File: config.mk
export PLATFORM = sky130hd
export DESIGN_NAME = exc_entry_ctrl
export DESIGN_NICKNAME = d
export VERILOG_FILES = /design/src/rtl/exc_pkg.sv /design/src/rtl/exc_arbiter.sv /design/src/rtl/exc_bank.sv /design/src/rtl/exc_status.sv /design/src/rtl/exc_entry_ctrl.sv
export SDC_FILE = /design/constraint.sdc
export NUM_CORES = 1
export LEC_CHECK = 0
export ABC_CLOCK_PERIOD_IN_PS = 4400
export CAP_MARGIN = 20
export CORE_MARGIN = 5
export CORE_UTILIZATION = 55
export DETAILED_ROUTE_END_ITERATION = 8
export PLACE_DENSITY = 0.88
export SETUP_SLACK_MARGIN = 0.15
export SLEW_MARGIN = 10
export SYNTH_ARGS = -nofsm -noshare
export SYNTH_HDL_FRONTEND = slang
export SYNTH_SLANG_ARGS = --single-unit
File: constraint.sdc
create_clock -name clk -period 4.4 [get_ports clk]
set_clock_uncertainty 0.2 [all_clocks]
set_input_delay 0.88 -clock clk [delete_from_list [all_inputs] [get_ports clk]]
set_output_delay 0.88 -clock clk [all_outputs]
set_load 0.01 [all_outputs]
File: src/rtl/exc_pkg.sv
// Package: shared encodings for the exception entry controller.
// Assumes the status word layout: [4:0] mode, [6] fast mask, [7] normal mask.
package exc_pkg;

    localparam int MODE_W     = 5;
    localparam int NUM_SRC    = 7;
    localparam int NUM_BANK   = 5;
    localparam int BANK_IDX_W = $clog2(NUM_BANK);
    localparam int ST_FMASK   = 6;
    localparam int ST_IMASK   = 7;

    localparam logic [MODE_W-1:0] MODE_USER  = 5'b10000;
    localparam logic [MODE_W-1:0] MODE_FAST  = 5'b10001;
    localparam logic [MODE_W-1:0] MODE_IRQ   = 5'b10010;
    localparam logic [MODE_W-1:0] MODE_SUPER = 5'b10011;
    localparam logic [MODE_W-1:0] MODE_ABORT = 5'b10111;
    localparam logic [MODE_W-1:0] MODE_UNDEF = 5'b11011;

    typedef enum logic [2:0] {
        EXC_NONE, EXC_RESET, EXC_DABT, EXC_FAST,
        EXC_IRQ, EXC_FABT, EXC_UNDEF, EXC_SYSCALL
    } exc_kind_e;

    typedef enum logic {CTL_IDLE, CTL_ENTER} ctl_state_e;

    // Maps a priority slot (higher index wins) to its exception kind.
    function automatic exc_kind_e slot_kind(input int slot);
        case (slot)
            6:       return EXC_RESET;
            5:       return EXC_DABT;
            4:       return EXC_FAST;
            3:       return EXC_IRQ;
            2:       return EXC_FABT;
            1:       return EXC_UNDEF;
            default: return EXC_SYSCALL;
        endcase
    endfunction

    // Byte offset of each vector inside the table.
    function automatic logic [7:0] vec_offset(input exc_kind_e k);
        case (k)
            EXC_UNDEF:   return 8'h04;
            EXC_SYSCALL: return 8'h08;
            EXC_FABT:    return 8'h0C;
            EXC_DABT:    return 8'h10;
            EXC_IRQ:     return 8'h18;
            EXC_FAST:    return 8'h1C;
            default:     return 8'h00;
        endcase
    endfunction

    // Mode entered by each exception kind.
    function automatic logic [MODE_W-1:0] target_mode(input exc_kind_e k);
        case (k)
            EXC_FAST:          return MODE_FAST;
            EXC_IRQ:           return MODE_IRQ;
            EXC_DABT, EXC_FABT: return MODE_ABORT;
            EXC_UNDEF:         return MODE_UNDEF;
            default:           return MODE_SUPER;
        endcase
    endfunction

    // True when the kind also masks the fast interrupt.
    function automatic logic sets_fast_mask(input exc_kind_e k);
        return (k == EXC_FAST) || (k == EXC_RESET);
    endfunction

    // Bank index of a mode; valid flag low for modes without a bank.
    function automatic logic [BANK_IDX_W:0] bank_of_mode(input logic [MODE_W-1:0] m);
        case (m)
            MODE_FAST:  return {1'b1, 3'd0};
            MODE_IRQ:   return {1'b1, 3'd1};
            MODE_SUPER: return {1'b1, 3'd2};
            MODE_ABORT: return {1'b1, 3'd3};
            MODE_UNDEF: return {1'b1, 3'd4};
            default:    return '0;
        endcase
    endfunction

endpackage

File: src/rtl/exc_arbiter.sv
// Module: exc_arbiter
// Applies the interrupt masks and picks one winning request by fixed
// priority. Purely combinational; enable gates the whole decision.
module exc_arbiter
    import exc_pkg::*;
(
    input  logic      enable,
    input  logic      reset_req,
    input  logic      data_abort_req,
    input  logic      fast_req,
    input  logic      irq_req,
    input  logic      fetch_abort_req,
    input  logic      undef_req,
    input  logic      syscall_req,
    input  logic      fast_mask,
    input  logic      irq_mask,
    output exc_kind_e winner
);

    logic [NUM_SRC-1:0] live;

    // Masked request vector, highest priority in the top bit.
    always_comb begin
        live = {reset_req, data_abort_req, fast_req & ~fast_mask,
                irq_req & ~irq_mask, fetch_abort_req, undef_req, syscall_req};
    end

    // Walk upward so that the highest live slot overrides the rest.
    always_comb begin
        winner = EXC_NONE;
        for (int i = 0; i < NUM_SRC; i++) begin
            if (enable && live[i]) winner = slot_kind(i);
        end
    end

endmodule

File: src/rtl/exc_bank.sv
// Module: exc_bank
// Banked link and saved-status registers, one pair per exception mode.
// Assumes at most one bank is written per cycle.
module exc_bank
    import exc_pkg::*;
#(
    parameter int XLEN = 32
) (
    input  logic                  clk,
    input  logic                  rst_n,
    input  logic                  wr_en,
    input  logic [BANK_IDX_W-1:0] wr_idx,
    input  logic [XLEN-1:0]       wr_link,
    input  logic [XLEN-1:0]       wr_saved,
    input  logic                  rd_valid,
    input  logic [BANK_IDX_W-1:0] rd_idx,
    output logic [XLEN-1:0]       rd_link,
    output logic [XLEN-1:0]       rd_saved
);

    logic [XLEN-1:0] link_q  [NUM_BANK];
    logic [XLEN-1:0] saved_q [NUM_BANK];

    for (genvar b = 0; b < NUM_BANK; b++) begin : g_bank
        // Capture the entry pair when this bank is the target.
        always_ff @(posedge clk) begin
            if (!rst_n) begin
                link_q[b]  <= '0;
                saved_q[b] <= '0;
            end else if (wr_en && (wr_idx == BANK_IDX_W'(b))) begin
                link_q[b]  <= wr_link;
                saved_q[b] <= wr_saved;
            end
        end
    end

    // Read mux; a mode without a bank reads as zero.
    always_comb begin
        rd_link  = '0;
        rd_saved = '0;
        if (rd_valid && (int'(rd_idx) < NUM_BANK)) begin
            rd_link  = link_q[rd_idx];
            rd_saved = saved_q[rd_idx];
        end
    end

endmodule

File: src/rtl/exc_status.sv
// Module: exc_status
// Live status word. An entry overrides a core write in the same cycle.
// Entry changes only the mode field and the mask bits.
module exc_status
    import exc_pkg::*;
#(
    parameter int XLEN = 32
) (
    input  logic            clk,
    input  logic            rst_n,
    input  logic            enter,
    input  exc_kind_e       enter_kind,
    input  logic            wr_en,
    input  logic [XLEN-1:0] wr_data,
    output logic [XLEN-1:0] status
);

    localparam logic [XLEN-1:0] RESET_VAL =
        XLEN'({1'b1, 1'b1, 1'b0, MODE_SUPER});

    // Status update: reset, then entry, then a plain core write.
    always_ff @(posedge clk) begin
        if (!rst_n) begin
            status <= RESET_VAL;
        end else if (enter) begin
            status[MODE_W-1:0] <= target_mode(enter_kind);
            status[ST_IMASK]   <= 1'b1;
            if (sets_fast_mask(enter_kind)) status[ST_FMASK] <= 1'b1;
        end else if (wr_en) begin
            status <= wr_data;
        end
    end

endmodule

File: src/rtl/exc_entry_ctrl.sv
// Module: exc_entry_ctrl (top)
// Accepts one exception at a time, saves the return address and the status
// into the target bank, switches mode and issues a one-cycle vector strobe.
// Assumes ret_pc is already adjusted by the core for the return.
module exc_entry_ctrl
    import exc_pkg::*;
#(
    parameter int              XLEN     = 32,
    parameter logic [XLEN-1:0] VEC_BASE = '0
) (
    input  logic              clk,
    input  logic              rst_n,
    input  logic              reset_req,
    input  logic              data_abort_req,
    input  logic              fast_req,
    input  logic              irq_req,
    input  logic              fetch_abort_req,
    input  logic              undef_req,
    input  logic              syscall_req,
    input  logic [XLEN-1:0]   ret_pc,
    input  logic              st_wr_en,
    input  logic [XLEN-1:0]   st_wr_data,
    output logic [XLEN-1:0]   status_out,
    output logic              vec_load,
    output logic [XLEN-1:0]   vec_addr,
    input  logic [MODE_W-1:0] bank_sel_mode,
    output logic [XLEN-1:0]   bank_lr,
    output logic [XLEN-1:0]   bank_saved_st
);

    ctl_state_e            state_q;
    exc_kind_e             winner;
    logic                  accept;
    logic [BANK_IDX_W:0]   wr_map;
    logic [BANK_IDX_W:0]   rd_map;
    logic [XLEN-1:0]       status_q;

    exc_arbiter u_arb (
        .enable          (state_q == CTL_IDLE),
        .reset_req       (reset_req),
        .data_abort_req  (data_abort_req),
        .fast_req        (fast_req),
        .irq_req         (irq_req),
        .fetch_abort_req (fetch_abort_req),
        .undef_req       (undef_req),
        .syscall_req     (syscall_req),
        .fast_mask       (status_q[ST_FMASK]),
        .irq_mask        (status_q[ST_IMASK]),
        .winner          (winner)
    );

    // Acceptance and bank index decode of the winning request.
    always_comb begin
        accept = (winner != EXC_NONE);
        wr_map = bank_of_mode(target_mode(winner));
        rd_map = bank_of_mode(bank_sel_mode);
    end

    exc_bank #(.XLEN(XLEN)) u_bank (
        .clk      (clk),
        .rst_n    (rst_n),
        .wr_en    (accept && wr_map[BANK_IDX_W]),
        .wr_idx   (wr_map[BANK_IDX_W-1:0]),
        .wr_link  (ret_pc),
        .wr_saved (status_q),
        .rd_valid (rd_map[BANK_IDX_W]),
        .rd_idx   (rd_map[BANK_IDX_W-1:0]),
        .rd_link  (bank_lr),
        .rd_saved (bank_saved_st)
    );

    exc_status #(.XLEN(XLEN)) u_status (
        .clk        (clk),
        .rst_n      (rst_n),
        .enter      (accept),
        .enter_kind (winner),
        .wr_en      (st_wr_en),
        .wr_data    (st_wr_data),
        .status     (status_q)
    );

    // Sequencer: one entry cycle after every acceptance.
    always_ff @(posedge clk) begin
        if (!rst_n)      state_q <= CTL_IDLE;
        else if (accept) state_q <= CTL_ENTER;
        else             state_q <= CTL_IDLE;
    end

    // Registered redirect strobe and vector address.
    always_ff @(posedge clk) begin
        if (!rst_n) begin
            vec_load <= 1'b0;
            vec_addr <= VEC_BASE;
        end else begin
            vec_load <= accept;
            if (accept) vec_addr <= VEC_BASE + XLEN'(vec_offset(winner));
        end
    end

    assign status_out = status_q;

endmodule

Word-level counts from Yosys, hierarchy flattened. Memory sizes are Yosys's and may differ from the RTL's. Index checks and enable logic that the tools add are counted.

Bitwise operators: 17. Muxes and demuxes: 44. Multipliers: 0. Shifts and indexed selects: 0. $add $sub $neg: 0. Div/mod/pow operators: 0. Order comparisons: 1. Eq/ne operators: 22. Reductions and logical operators: 22.

Operators with widths (number): two-way mux 32 bit (12); == test 5 bit, second input constant (10); case mux 4 bit (5 select lines) (2); case mux 5 bit (6 select lines) (1); two-way mux 3 bit (7); two-way mux 1 bit (19); case mux 4 bit (4 select lines) (1); == test 3 bit, second input constant (5); logical AND 1 bit (14); == test 3 x 2 -> 1 bit, second input constant (4); bitwise OR 1 bit (10); two-way mux 7 bit (1); == test 3 x 1 -> 1 bit, second input constant (2); two-way mux 5 bit (1); inverter 1 bit (5); AND reduction 2 bit (2); OR reduction 2 bit (2); logical NOT 3 bit (1); less-than comparator 3 bit, second input constant (1); nonzero test 3 bit (1); AND 1 bit (2); != test 2 x 1 -> 1 bit, second input constant (1); nonzero test 2 bit (1); logical OR 1 bit (1).

Bits in latches: 0. Memories kept: 2. Bits in writable memories: 320. ROM bits: 0. Flip-flop bits (word level): 42.

Memory list: u_bank.link_q (words 5, width 32, rd ports 1, clocked after Yosys merged registers in 0, wr ports 5, RTL line exc_bank.sv:21) `logic [XLEN-1:0] link_q [NUM_BANK];`; u_bank.saved_q (words 5, width 32, rd ports 1, clocked after Yosys merged registers in 0, wr ports 5, RTL line exc_bank.sv:22) `logic [XLEN-1:0] saved_q [NUM_BANK];`.

Longest topological paths before layout.
Word-level depth: 20. Mapped depth: 8. Gate-level depth less buffers: 6.

Cells and area by module. From an unflattened synthesis, not the netlist that was laid out.

Cell total of the unflattened synthesis: 1213. Area, all modules: 16399.5 um^2.

By module, submodules not included: exc_bank (cells an instance 986, seq. area each 9609.2 um^2, times used 1, area each 14407.6 um^2); exc_status (cells an instance 146, seq. area each 640.6 um^2, times used 1, area each 1391.3 um^2); exc_entry_ctrl (cells an instance 66, seq. area each 80.1 um^2, times used 1, area each 494.2 um^2); exc_arbiter (cells an instance 15, seq. area each 0.0 um^2, times used 1, area each 106.4 um^2).

Least setup slack after synthesis. No wires, ideal clock.

Kind: input to register. Start point: input irq_req. End point: memory u_bank.link_q[3][0] (enable). Buffers on the path: 1. Path slack: 389 ps. Cell stages on the path: 5. Required time: 3777 ps. Data arrival time: 3387 ps. Path through: nor2b_1 buf_2 o41ai_4 mux2_2 nand2_1.

RTL lines: start: declaration (RTL line exc_entry_ctrl.sv:16) `input logic irq_req,`; end: declaration (RTL line exc_bank.sv:21).

Worst setup path after layout.
Start point: input bank_sel_mode[0]. End point: output bank_saved_st[11].

Word-level cells in the longest chain between the ends: 5.

RTL lines: start: declaration (RTL line exc_entry_ctrl.sv:26) `input logic [MODE_W-1:0] bank_sel_mode,`; == test 5 bit (RTL line exc_pkg.sv:70) `case (m)`; case mux 4 bit (5 select lines) (*) (RTL line exc_pkg.sv:70); less-than comparator 3 bit (RTL line exc_bank.sv:41) `if (rd_valid && (int'(rd_idx) < NUM_BANK)) begin`; logical AND 1 bit (RTL line exc_bank.sv:41); two-way mux 32 bit (*) (RTL line exc_bank.sv:41); end: declaration (RTL line exc_entry_ctrl.sv:28) `output logic [XLEN-1:0] bank_saved_st`.

Every way passes the cells marked *; elsewhere a longest branch is shown, timed or not.

==> results.json <==
{
  "detail_route.vias_per_cell": 6.191,
  "drv_cap": 0,
  "syn_avg_cell_area_um2": 12.56,
  "timing.final.hold_violations": 0,
  "cts_buffers": 36,
  "aggregate_global_routing_overflow": 0,
  "grt_use_met2_pct": 44.96,
  "chipWidth_um": 178.8,
  "timing.critical_path.mode_cell": "sky130_fd_sc_hd__buf_4",
  "synth.ff_latch_count": 356,
  "tightestPinTransition_ps": 861.0,
  "placeableCoreArea_mm2": 0.02793,
  "critical_path_capture_point_type": "output port",
  "grt_setup_unrepaired": "no",
  "power_leakage_nw": 7.246,
  "synth_top_area_cell": "sky130_fd_sc_hd__edfxtp_1",
  "global_route.usage.total_pct": 26.39,
  "post_synthesis_mux_area_share_pct": 0.3992,
  "rr_startpoint": "u_status.status[7]",
  "worst_hold_path.endpoint": "u_status.status[30]",
  "cts-hold-fix-buffers": 0,
  "finalInstanceArea_mm2": 0.01960,
  "worstHoldPathCells": 2,
  "detail_route.wirelength_mm": 44.13,
  "area_growth_pct": 25.10,
  "share_of_yosys_cell_area_claimed_by_the_top_area_cell_type_pct": 61.32,
  "effective_utilization_at_floorplan_pct": 56.10,
  "slew_headroom_pct": 41.99,
  "setup_viol_count_final": 0,
  "grt_use_met3_pct": 6.052,
  "ff2ff_path_depth": 5,
  "dpl.hpwl_mm": 23.86,
  "setup_total_negative_slack_ps": 0,
  "timing.fmax_ghz": 0.2444,
  "synth_top_family_by_area": "simple AND/OR/NAND/NOR gates",
  "detailedRoute.firstIterationViolations": 1532,
  "drc": 0,
  "pin_count": 208,
  "hold-worst-slack_ps": 326.4,
  "layout.cells.most_common_list": "320 x sky130_fd_sc_hd__edfxtp_1, 317 x sky130_fd_sc_hd__and2_1, 146 x sky130_fd_sc_hd__clkdlybuf4s50_1",
  "cts_max_path_buffers": 3,
  "top_usage_layer": "met2",
  "hold_start": "u_status.status[30]",
  "die-area_mm2": 0.03197,
  "synthSimpleGateAreaFrac_pct": 15.76,
  "worstHoldPathType": "reg2reg",
  "path_max_fanout": 10,
  "die_h_um": 178.8,
  "timing.critical_path.slowest_cell_delay_ps": 600,
  "synthesis.instances": 1248,
  "worstPathCellList": "dlygate4sd2_1, nand3_2, buf_4, nor2_4, buf_4, o21ai_0, a31oi_1, clkdlybuf4s50_1",
  "post_synth_instance_area_mm2": 0.01567,
  "power_per_unit_of_standard_cell_area_mw_per_mm2": 391.3,
  "tritoncts": "done",
  "grt_pass1_vias": 11490,
  "placement.cell_area_mm2": 0.01822,
  "dpl.cell_count": 1764,
  "path_class": "in2out",
  "nets": 1517,
  "antenna_left": 0,
  "grt_pass1_wl_mm": 64.60,
  "weighted_congestion_at_the_end_of_routability_driven_global_placement": 0.8378,
  "final_worst_path_period_share_pct": 93.00,
  "synth-adder-area-share_pct": 0,
  "numClockSinks": 356,
  "detail_route.wl_per_cell_um": 23.94,
  "worstPathBufferInverterCount": 4,
  "vias": 11410,
  "synth-xor-area-share_pct": 0,
  "min_period_ps": 4092,
  "clk_latency_ps": 530,
  "share_of_layout_cells_above_drive_strength_1_pct": 10.18,
  "clock_tree.root_cell": "sky130_fd_sc_hd__clkbuf_16",
  "timing.critical_path.slowest_stage_cell": "sky130_fd_sc_hd__clkdlybuf4s50_1",
  "grt_start_max_net_pins": 65,
  "ff2ff_setup_slack_ps": 1300,
  "grtUsageMet1_pct": 33.73,
  "yosys_warnings": 0,
  "synth_compound_gate_area_share_pct": 13.97,
  "peakVddDrop_mv": 0.2381,
  "port_buffers": 178,
  "total_number_of_placement_rows": 61,
  "fillCellCount": 1794,
  "synth.area.top_cells": "sky130_fd_sc_hd__edfxtp_1 61%, sky130_fd_sc_hd__and2_1 13%, sky130_fd_sc_hd__a22oi_1 6.1%",
  "signal_arrival_time_at_the_worst_endpoint_ps": 3010,
  "synth_seq_area_share_pct": 65.92,
  "yosys.cell_types.count": 44,
  "timing.critical_path.from_type": "input port",
  "final_cell_count_no_fill": 1843,
  "worst_path_dominant_cell_family": "buffers and inverters",
  "firstDrtPassIters": 6,
  "outcome": "complete, no violations",
  "number_of_pins_exceeding_their_max_slew_limit_in_the_final_report": 0,
  "most_frequent_standard_cell_in_the_layout_excluding_fill_and_tap_cells": "sky130_fd_sc_hd__edfxtp_1",
  "r2r_end": "u_bank.saved_q[2][3]",
  "antenna_violations_before_repair": 3,
  "crit_required_ps": 3320,
  "ctsHtreeMaxLevel": 2,
  "clkTransAtPathRegs_ps": 60
}
-- worst max-delay path by stage --
stage	start	endpoint	slack [ps]	cells past startpoint
global route	bank_sel_mode[0]	bank_saved_st[11]	220	8
CTS	bank_sel_mode[1]	bank_saved_st[9]	110	9
detailed placement	bank_sel_mode[1]	bank_saved_st[17]	60	8
global placement	bank_sel_mode[1]	bank_saved_st[12]	70	8
floorplan	irq_req	u_bank.link_q[3][0]	390	5
finish	bank_sel_mode[0]	bank_saved_st[11]	310	8
-- cell families after synthesis --
group | Yosys count
AND/OR/NAND/NOR | 421
AO/OA/AOI/OAI | 338
other | 1
buffers and inverters | 126
flip-flops | 356
multiplexers | 6
-- registers in the layout, summed over array words and instances (netlist names) --
name	cells
state_q	1
u_status.status	32
vec_addr	3
u_bank.link_q	160
u_bank.saved_q	160
-- power breakdown --
part	internal, mW	total, mW	leakage (nW)	switching (mW)
logic	0.266	0.656	3.03	0.390
clock network	1.80	3.04	0.562	1.25
registers	3.89	3.97	3.65	0.0836
-- routing by layer --
| metal | vias to the layer above | share of wire, % |
|---|---|---|
| met3 | 116 | 12 |
| met4 | 2 | 2.9 |
| met2 | 847 | 49 |
| met1 | 5518 | 36 |
| li1 | 4927 | - |
| met5 | - | 0.029 |
-- worst register-to-register path, delay by kind of cell, from the launching register on --
family          cells  cell delay, ps
compound gates      2             890
simple gates        2            1020
buf+inv             1             350
flops               1             390
-- synthesized netlist by cell type --
master                      instances
sky130_fd_sc_hd__edfxtp_1         320
sky130_fd_sc_hd__buf_4             33
sky130_fd_sc_hd__or2_2              2
sky130_fd_sc_hd__inv_2              1
sky130_fd_sc_hd__a31oi_1           64
sky130_fd_sc_hd__clkbuf_1          73
sky130_fd_sc_hd__dfxtp_1           36
sky130_fd_sc_hd__nor3_2             1
sky130_fd_sc_hd__nand4_1            1
sky130_fd_sc_hd__nor4_2             2
sky130_fd_sc_hd__and2_1           317
sky130_fd_sc_hd__nor2_4             1
sky130_fd_sc_hd__nor2b_1            1
sky130_fd_sc_hd__mux2i_1            4
sky130_fd_sc_hd__nor2_2             1
sky130_fd_sc_hd__a221oi_1           2
sky130_fd_sc_hd__buf_2              2
sky130_fd_sc_hd__o31ai_4            1
sky130_fd_sc_hd__a22oi_1          128
sky130_fd_sc_hd__or3_1              1
sky130_fd_sc_hd__inv_1              5
sky130_fd_sc_hd__conb_1             1
sky130_fd_sc_hd__o211ai_1           2
sky130_fd_sc_hd__nand2_1           64
sky130_fd_sc_hd__a2111oi_0          1
sky130_fd_sc_hd__nor3_1             5
sky130_fd_sc_hd__a21boi_1           1
sky130_fd_sc_hd__nor2b_4            1
sky130_fd_sc_hd__a2111oi_1          1
sky130_fd_sc_hd__a21o_1             2
sky130_fd_sc_hd__and3_1             1
sky130_fd_sc_hd__a21oi_1           30
sky130_fd_sc_hd__nor3b_2            1
sky130_fd_sc_hd__or3_4              1
sky130_fd_sc_hd__nand2b_1           2
sky130_fd_sc_hd__a21boi_0           1
sky130_fd_sc_hd__nor3b_1            1
sky130_fd_sc_hd__o41ai_4            2
sky130_fd_sc_hd__o211a_1            1
sky130_fd_sc_hd__o21ai_0          102
sky130_fd_sc_hd__clkbuf_2          12
sky130_fd_sc_hd__nand3_1            5
sky130_fd_sc_hd__mux2_2             2
sky130_fd_sc_hd__nor2_1            13
-- layout make-up --
cell class                 instances  area [um^2]  share of cell area (%)
antenna                            2        5.005                 0.02553
timing repair buffer             242         2616                   13.35
clock inverter                    14        177.7                  0.9064
inverter                           6        22.52                  0.1149
clock buffer                      49        979.7                   4.998
tap                              378        473.0                   2.413
sequential                       356        10330                   52.70
multi-input combinational        796         4999                   25.50
-- metrics by stage --
| stage | utilization [%] | setup WS, ps | total power [mW] |
|---|---|---|---|
| global route | 70.17 | 222.9 | 7.875 |
| finish | 70.17 | 308.0 | 7.671 |
| CTS | 69.52 | 105.6 | 7.664 |
| global placement | 65.22 | 67.21 | 4.639 |
| detailed placement | 65.22 | 58.03 | 4.666 |
| floorplan | - | 389.3 | 4.322 |
-- timing repair --
| action | CTS | global route |
|---|---|---|
| gates cloned | 1 | 5 |
| pin swaps | 7 | 5 |
| setup buffers | 2 | 6 |
| endpoints found under the setup margin | 50 | 42 |
| resized for setup | 29 | 16 |
Note: power is estimated with default switching activity, not from simulation.
